==> src/rtl/fp_nan_pkg.sv <==
package fp_nan_pkg;
   // one-hot class positions
   localparam int CLS_W      = 6;
   localparam int CLS_ZERO   = 0;
   localparam int CLS_DENORM = 1;
   localparam int CLS_NORMAL = 2;
   localparam int CLS_INF    = 3;
   localparam int CLS_QNAN   = 4;
   localparam int CLS_SNAN   = 5;

   typedef logic [CLS_W-1:0] fp_cls_t;
endpackage

==> src/rtl/fp_field_split.sv <==
module fp_field_split #(
   parameter int EXP_W  = 8,
   parameter int FRAC_W = 23
) (
   input  logic [EXP_W+FRAC_W:0] op,
   output logic                  exp_ones,
   output logic                  exp_zero,
   output logic                  frac_zero,
   output logic                  quiet_bit
);
   localparam int Q_POS = FRAC_W - 1;

   logic [EXP_W-1:0]  exp_f;
   logic [FRAC_W-1:0] frac_f;

   always_comb begin
      exp_f     = op[EXP_W+FRAC_W-1:FRAC_W];
      frac_f    = op[FRAC_W-1:0];
      exp_ones  = &exp_f;
      exp_zero  = ~|exp_f;
      frac_zero = ~|frac_f;
      quiet_bit = frac_f[Q_POS];
   end
endmodule

==> src/rtl/fp_class_decode.sv <==
module fp_class_decode
   import fp_nan_pkg::*;
(
   input  logic    exp_ones,
   input  logic    exp_zero,
   input  logic    frac_zero,
   input  logic    quiet_bit,
   input  logic    mode_2008,
   output fp_cls_t cls,
   output logic    is_snan
);
   logic is_nan;

   always_comb begin
      is_nan  = exp_ones & ~frac_zero;
      // 2008: indicator clear means signaling; legacy: indicator set means signaling
      is_snan = is_nan & (quiet_bit ^ mode_2008);
      cls                = '0;
      cls[CLS_ZERO]      = exp_zero & frac_zero;
      cls[CLS_DENORM]    = exp_zero & ~frac_zero;
      cls[CLS_NORMAL]    = ~exp_zero & ~exp_ones;
      cls[CLS_INF]       = exp_ones & frac_zero;
      cls[CLS_QNAN]      = is_nan & ~is_snan;
      cls[CLS_SNAN]      = is_snan;
   end
endmodule

==> src/rtl/fp_nan_quieter.sv <==
module fp_nan_quieter #(
   parameter int EXP_W  = 8,
   parameter int FRAC_W = 23
) (
   input  logic [EXP_W+FRAC_W:0] op,
   input  logic                  is_snan,
   input  logic                  mode_2008,
   output logic [EXP_W+FRAC_W:0] res,
   output logic                  invalid
);
   localparam int Q_POS  = FRAC_W - 1;
   localparam int FB_POS = FRAC_W - 2;

   logic [FRAC_W-1:0] frac_f;
   logic [FRAC_W-1:0] frac_new;
   logic [FRAC_W-1:0] frac_clr;

   always_comb begin
      frac_f   = op[FRAC_W-1:0];
      frac_clr = frac_f;
      frac_clr[Q_POS] = 1'b0;
      if (mode_2008) begin
         frac_new        = frac_f;
         frac_new[Q_POS] = 1'b1;
      end else begin
         frac_new = frac_clr;
         // stop the cleared pattern from reading as infinity
         if (~|frac_clr) frac_new[FB_POS] = 1'b1;
      end
      res     = is_snan ? {op[EXP_W+FRAC_W:FRAC_W], frac_new} : op;
      invalid = is_snan;
   end
endmodule

==> src/rtl/fp_nan_guard.sv <==
module fp_nan_guard
   import fp_nan_pkg::*;
#(
   parameter int EXP_W   = 8,
   parameter int FRAC_W  = 23,
   parameter bit OUT_REG = 1'b1
) (
   input  logic                  clk,
   input  logic                  rst_n,
   input  logic                  mode_2008,
   input  logic [EXP_W+FRAC_W:0] op_in,
   output logic [EXP_W+FRAC_W:0] res_out,
   output logic [CLS_W-1:0]      class_out,
   output logic                  invalid_out
);
   localparam int W = 1 + EXP_W + FRAC_W;

   if (FRAC_W < 2) begin : g_bad_frac
      $error("fp_nan_guard: FRAC_W must be at least 2");
   end
   if (EXP_W < 2) begin : g_bad_exp
      $error("fp_nan_guard: EXP_W must be at least 2");
   end

   logic         exp_ones, exp_zero, frac_zero, quiet_bit;
   logic         snan_c, inv_c;
   fp_cls_t      cls_c;
   logic [W-1:0] res_c;

   fp_field_split #(.EXP_W(EXP_W), .FRAC_W(FRAC_W)) u_split (
      .op(op_in), .exp_ones(exp_ones), .exp_zero(exp_zero),
      .frac_zero(frac_zero), .quiet_bit(quiet_bit)
   );

   fp_class_decode u_cls (
      .exp_ones(exp_ones), .exp_zero(exp_zero), .frac_zero(frac_zero),
      .quiet_bit(quiet_bit), .mode_2008(mode_2008),
      .cls(cls_c), .is_snan(snan_c)
   );

   fp_nan_quieter #(.EXP_W(EXP_W), .FRAC_W(FRAC_W)) u_quiet (
      .op(op_in), .is_snan(snan_c), .mode_2008(mode_2008),
      .res(res_c), .invalid(inv_c)
   );

   if (OUT_REG) begin : g_reg
      always_ff @(posedge clk or negedge rst_n) begin
         if (!rst_n) begin
            res_out     <= '0;
            class_out   <= '0;
            invalid_out <= 1'b0;
         end else begin
            res_out     <= res_c;
            class_out   <= cls_c;
            invalid_out <= inv_c;
         end
      end
      // one-cycle latency
      a_r9_latency: assert property (@(posedge clk) disable iff (!rst_n)
         1'b1 |=> (class_out == $past(cls_c) && res_out == $past(res_c)
                   && invalid_out == $past(inv_c)));
   end else begin : g_comb
      always_comb begin
         res_out     = res_c;
         class_out   = cls_c;
         invalid_out = inv_c;
      end
   end

   // exactly one class
   a_r2_onehot: assert property (@(posedge clk) disable iff (!rst_n)
      $countones(cls_c) == 1);
   // flag tracks the signaling class
   a_r4_flag: assert property (@(posedge clk) disable iff (!rst_n)
      inv_c == cls_c[CLS_SNAN]);
   // non-signaling operands pass through
   a_r5_pass: assert property (@(posedge clk) disable iff (!rst_n)
      !inv_c |-> res_c == op_in);
   // sign and exponent kept, result is a NaN
   a_r8_keep_hi: assert property (@(posedge clk) disable iff (!rst_n)
      res_c[W-1:FRAC_W] == op_in[W-1:FRAC_W]);
   a_r8_still_nan: assert property (@(posedge clk) disable iff (!rst_n)
      inv_c |-> (&res_c[W-2:FRAC_W]) && (|res_c[FRAC_W-1:0]));
endmodule

==> config.mk <==
export PLATFORM = sky130hd
export DESIGN_NAME = fp_nan_guard
export DESIGN_NICKNAME = d
export VERILOG_FILES = /design/src/rtl/fp_nan_pkg.sv /design/src/rtl/fp_field_split.sv /design/src/rtl/fp_class_decode.sv /design/src/rtl/fp_nan_quieter.sv /design/src/rtl/fp_nan_guard.sv
export SDC_FILE = /design/constraint.sdc
export NUM_CORES = 1
export LEC_CHECK = 0
export ABC_AREA = 1
export BUFFER_PORTS_ARGS = -buffer_cell sky130_fd_sc_hd__buf_2
export CAP_MARGIN = 40
export CORE_ASPECT_RATIO = 1.1
export CORE_MARGIN = 4
export CORE_UTILIZATION = 45
export CTS_CLUSTER_DIAMETER = 150
export CTS_CLUSTER_SIZE = 10
export DETAILED_ROUTE_END_ITERATION = 10
export PLACE_DENSITY = 0.83
export SYNTH_ARGS = -nofsm -noshare
export SYNTH_HDL_FRONTEND = slang
export SYNTH_SLANG_ARGS = --single-unit
==> constraint.sdc <==
create_clock -name clk -period 0.88 [get_ports clk]
set_input_delay 0.176 -clock clk [delete_from_list [all_inputs] [get_ports clk]]
set_output_delay 0.176 -clock clk [all_outputs]
set_load 0.1 [all_outputs]
==> results_dict.tcl, run 1 <==
set metrics [dict create \
    error "[ERROR DPL-0038] Utilization greater than 100%, impossible to legalize" \
    muxShareOfSynthArea_pct 0 \
    place.gp.congestion 0.784 \
    ios 74 \
    ctsHoldBuffers 24 \
    cts_setup_buffers 0 \
    syn_inst 105 \
    status "aborted with a tool error" \
    ys_seq_area_share_pct 76.2 \
    numCtsBuffers 5 \
    std_cell_rows 19 \
    synth_compound_area_share_pct 0 \
    synth_fa_ha_area_share_pct 0 \
    cts_root_buf "clkbuf_4" \
    synth_simple_gate_area_share_pct 20.4 \
    die_w_um 58.2 \
    synth_xor_area_share_pct 0.702 \
    haltStage "clock tree synthesis (4_1_cts)" \
    post_cts_resized 0 \
    syn-num-nets 140 \
    io_buffers 73 \
    synth_cell_type_count 11 \
    postSynthAreaPerCell_um2 11.9 \
    cts_sinks 38 \
    die_h_um 63.2 \
    h-tree-depth 2 \
    initial_core_util_pct 48.6 \
    synth_area_mm2 0.00125 \
    synth_top_family_by_area "simple AND/OR/NAND/NOR gates" \
    yosysWarnings 0 \
    place_ws_ns -0.270 \
    synth_seq_cells 38 \
    post-dp-hpwl_mm 3.59 \
    cts_buffer_depth 2 \
]
-- logic make-up after synthesis --
family / after synthesis
DFF: 38
xor gates and xnor gates: 1
and+or+nand+nor: 58
buffers and inverters: 8
-- synthesized netlist by cell type --
master   count  share of area, %
nand4_1      4               2.0
nor2_1      29               8.7
nor2_2       7               3.5
inv_2        1              0.30
inv_1        6               1.8
nand3_2      1              0.80
nand2_1     15               4.5
dfrtp_1     38                76
buf_4        1              0.60
xnor2_1      1              0.70
nand3_1      2              0.80
-- through the flow --
| stage | setup TNS [ns] | cells | util, % | instance area, µm² |
|---|---|---|---|---|
| floorplan | -0.166 | 105 | - | 1300 |
| global placement | -0.268 | 217 | 91.9 | 2360 |
| detailed placement | -1.52 | 217 | 91.9 | 2360 |
==> run 2: changes to the inputs <==
CORE_AREA = 4 4 65 67   (was not set)
CORE_ASPECT_RATIO = not set   (was 1.1)
CORE_MARGIN = not set   (was 4)
CORE_UTILIZATION = not set   (was 45)
CTS_CLUSTER_DIAMETER = not set   (was 150)
CTS_CLUSTER_SIZE = not set   (was 10)
DIE_AREA = 0 0 69 71   (was not set)
PLACE_DENSITY = not set   (was 0.83)
PLACE_DENSITY_LB_ADDON = 0.15   (was not set)
==> results_dict.tcl, run 2 <==
set metrics [dict create \
    yosys.area.top_type "dfrtp_1" \
    antenna_cells 0 \
    numCtsBuffers 5 \
    irDropWorstVdd_mv 1.26 \
    syn_inst 105 \
    path_class "reg -> out" \
    slowest_delay_ns 0.50 \
    initial_core_util_pct 34.3 \
    yosysWarnings 0 \
    largest_register_ffs 32 \
    synth_cell_type_count 11 \
    grt_pass1_wl_mm 5.37 \
    required_ns 0.70 \
    ys.flop_type "dfrtp_1" \
    regMostFlops "res_out" \
    synth_top_family_by_area "simple AND/OR/NAND/NOR gates" \
    grt_max_degree 39 \
    final_antenna_net_count 0 \
    status "complete, but fails checks" \
    wirelength_mm 3.15 \
    cts_sinks 38 \
    area_growth_pct 95.6 \
    placed_cells 229 \
    crit_slowest_cell "dfrtp_4" \
    fin_crit_sh_pct 129 \
    num_vias 1016 \
    violations "setup timing" \
    final_cell_mix "buf_12, dfrtp_2, buf_2" \
    maxSlewHeadroom_pct 86.9 \
    nets 225 \
    start_kind "register" \
    cp-end-kind "output pin" \
    synth_commonest_cells "dfrtp_1, nor2_1, nand2_1" \
    synth_seq_cells 38 \
    synth.most_common_cell "dfrtp_1" \
    synth_edf_count 0 \
    die_w_um 69 \
    post-dp-hpwl_mm 2.65 \
    finalCoreUtilization_pct 67.1 \
    critPathBufInv 1 \
    seq_area_mm2 0.00100 \
    p_per_area_mw_per_mm2 1680 \
    overflow 0 \
    ys_seq_area_share_pct 76.2 \
    muxShareOfSynthArea_pct 0 \
    ios 74 \
    cts_buffer_depth 2 \
    critical_path.max_fanout 2 \
    postSynthAreaPerCell_um2 11.9 \
    holdCritPathClass "in -> reg" \
    multi_input_area_um2 263 \
    cts_tree "yes" \
    io_buffers 73 \
    drive_gt1_share_pct 67.9 \
    setup_viol 39 \
    vias_per_cell 4.27 \
    reg_top3 "res_out (32), class_out (6)" \
    post_cts_resized 0 \
    async_reset_ff_share_pct 100 \
    h-tree-depth 2 \
    period_needed_ns 1.13 \
    grt_usage_pct 14.2 \
    fin_cells 238 \
    final_common_cell "buf_12" \
    hold_viol 0 \
    synth.area.top_cells "dfrtp_1, nor2_1, nand2_1" \
    drtIter0Drc 28 \
    cp_top_family "flip-flops" \
    firstDrtPassIters 3 \
    synth_fa_ha_area_share_pct 0 \
    cts_setup_buffers 0 \
    arrival_ns 0.96 \
    crit_chain "buf_12" \
    coreArea_mm2 0.00363 \
    path_clk_slew_ns 0.07 \
    syn-num-nets 140 \
    fillers 282 \
    grt_pass1_vias 1080 \
    synth_area_mm2 0.00125 \
    dieArea_mm2 0.00490 \
    synth_xor_area_share_pct 0.702 \
    synth_simple_gate_area_share_pct 20.4 \
    max_freq_ghz 0.883 \
    grt_setup_unrepaired "yes" \
    std_cell_rows 22 \
    wire_per_inst_um 13.2 \
    die_h_um 71 \
    synth_compound_area_share_pct 0 \
    drv_slew 0 \
    place.gp.congestion 0.711 \
    setup_slack_ns -0.252 \
    cts_root_buf "clkbuf_8" \
    maxCapViolCount 0 \
    tightest_slew_ns 0.197 \
    leakage_nw 1.09 \
    route.detailed.drc 0 \
    synth_top_area_share_pct 76.2 \
    antenna_found_initial 0 \
]
==> run 2: worst paths after layout <==
kind	start	end	slack [ns]	depth (start not counted)
min in group asynchronous	rst_n	res_out[24]	0.39	3
max	class_out[5]	invalid_out	-0.25	1
max in group asynchronous	rst_n	class_out[5]	0.28	3
min	op_in[2]	res_out[2]	0.02	1
==> run 2: cells by family (layout without fill, tap and decap cells) <==
kind of cell / after synthesis / count (layout)
xor gates and xnor gates: 1 / 1
buffers and inverters: 8 / 93
DFF: 38 / 38
and+or+nand+nor: 58 / 58
==> run 2: stage by stage <==
step	TNS (ns)	setup WS [ns]	cell area, µm²	hold WS (ns)	total power, W
2_1_floorplan	-0.166	-0.166	1300	-0.120	0.00251
3_3_place_gp	-0.601	-0.116	2340	0.151	0.00305
3_5_place_dp	-0.679	-0.131	2340	0.156	0.00307
4_1_cts	-7.04	-0.267	2440	0.00942	0.00416
5_1_grt	-7.59	-0.280	2440	0.00386	0.00429
6_report	-6.47	-0.252	2440	0.0187	0.00411
==> run 2: layout make-up <==
type / count / share of cell area (%)
Sequential cell: 38 / 41.0
Tap cell: 48 / 2.46
Clock buffer: 7 / 3.13
Timing Repair Buffer: 79 / 41.5
Multi-Input combinational cell: 59 / 10.8
Inverter: 7 / 1.08
==> run 2: per-layer routing <==
| layer | track usage, % | wire length [µm] |
|---|---|---|
| met4 | 6.51 | 50 |
| met2 | 24.0 | 1750 |
| met3 | 6.39 | 259 |
| met5 | 0 | 0 |
| met1 | 15.4 | 1100 |
==> run 2: where the power goes <==
group | internal (W) | switching [W] | total [W] | leakage, nW
sequential | 0.00184 | 0.0000650 | 0.00190 | 0.411
clock | 0.000544 | 0.000530 | 0.00107 | 0.0383
combinational | 0.000395 | 0.000735 | 0.00113 | 0.645
==> run 2: what timing repair did <==
action | 4_1_cts | 5_1_grt
endpoints found under the hold margin | 39 | 0
endpoints found under the setup margin | 39 | 39
hold buffers | 2 | 0
No activity file was read; power rests on OpenSTA's default activity.
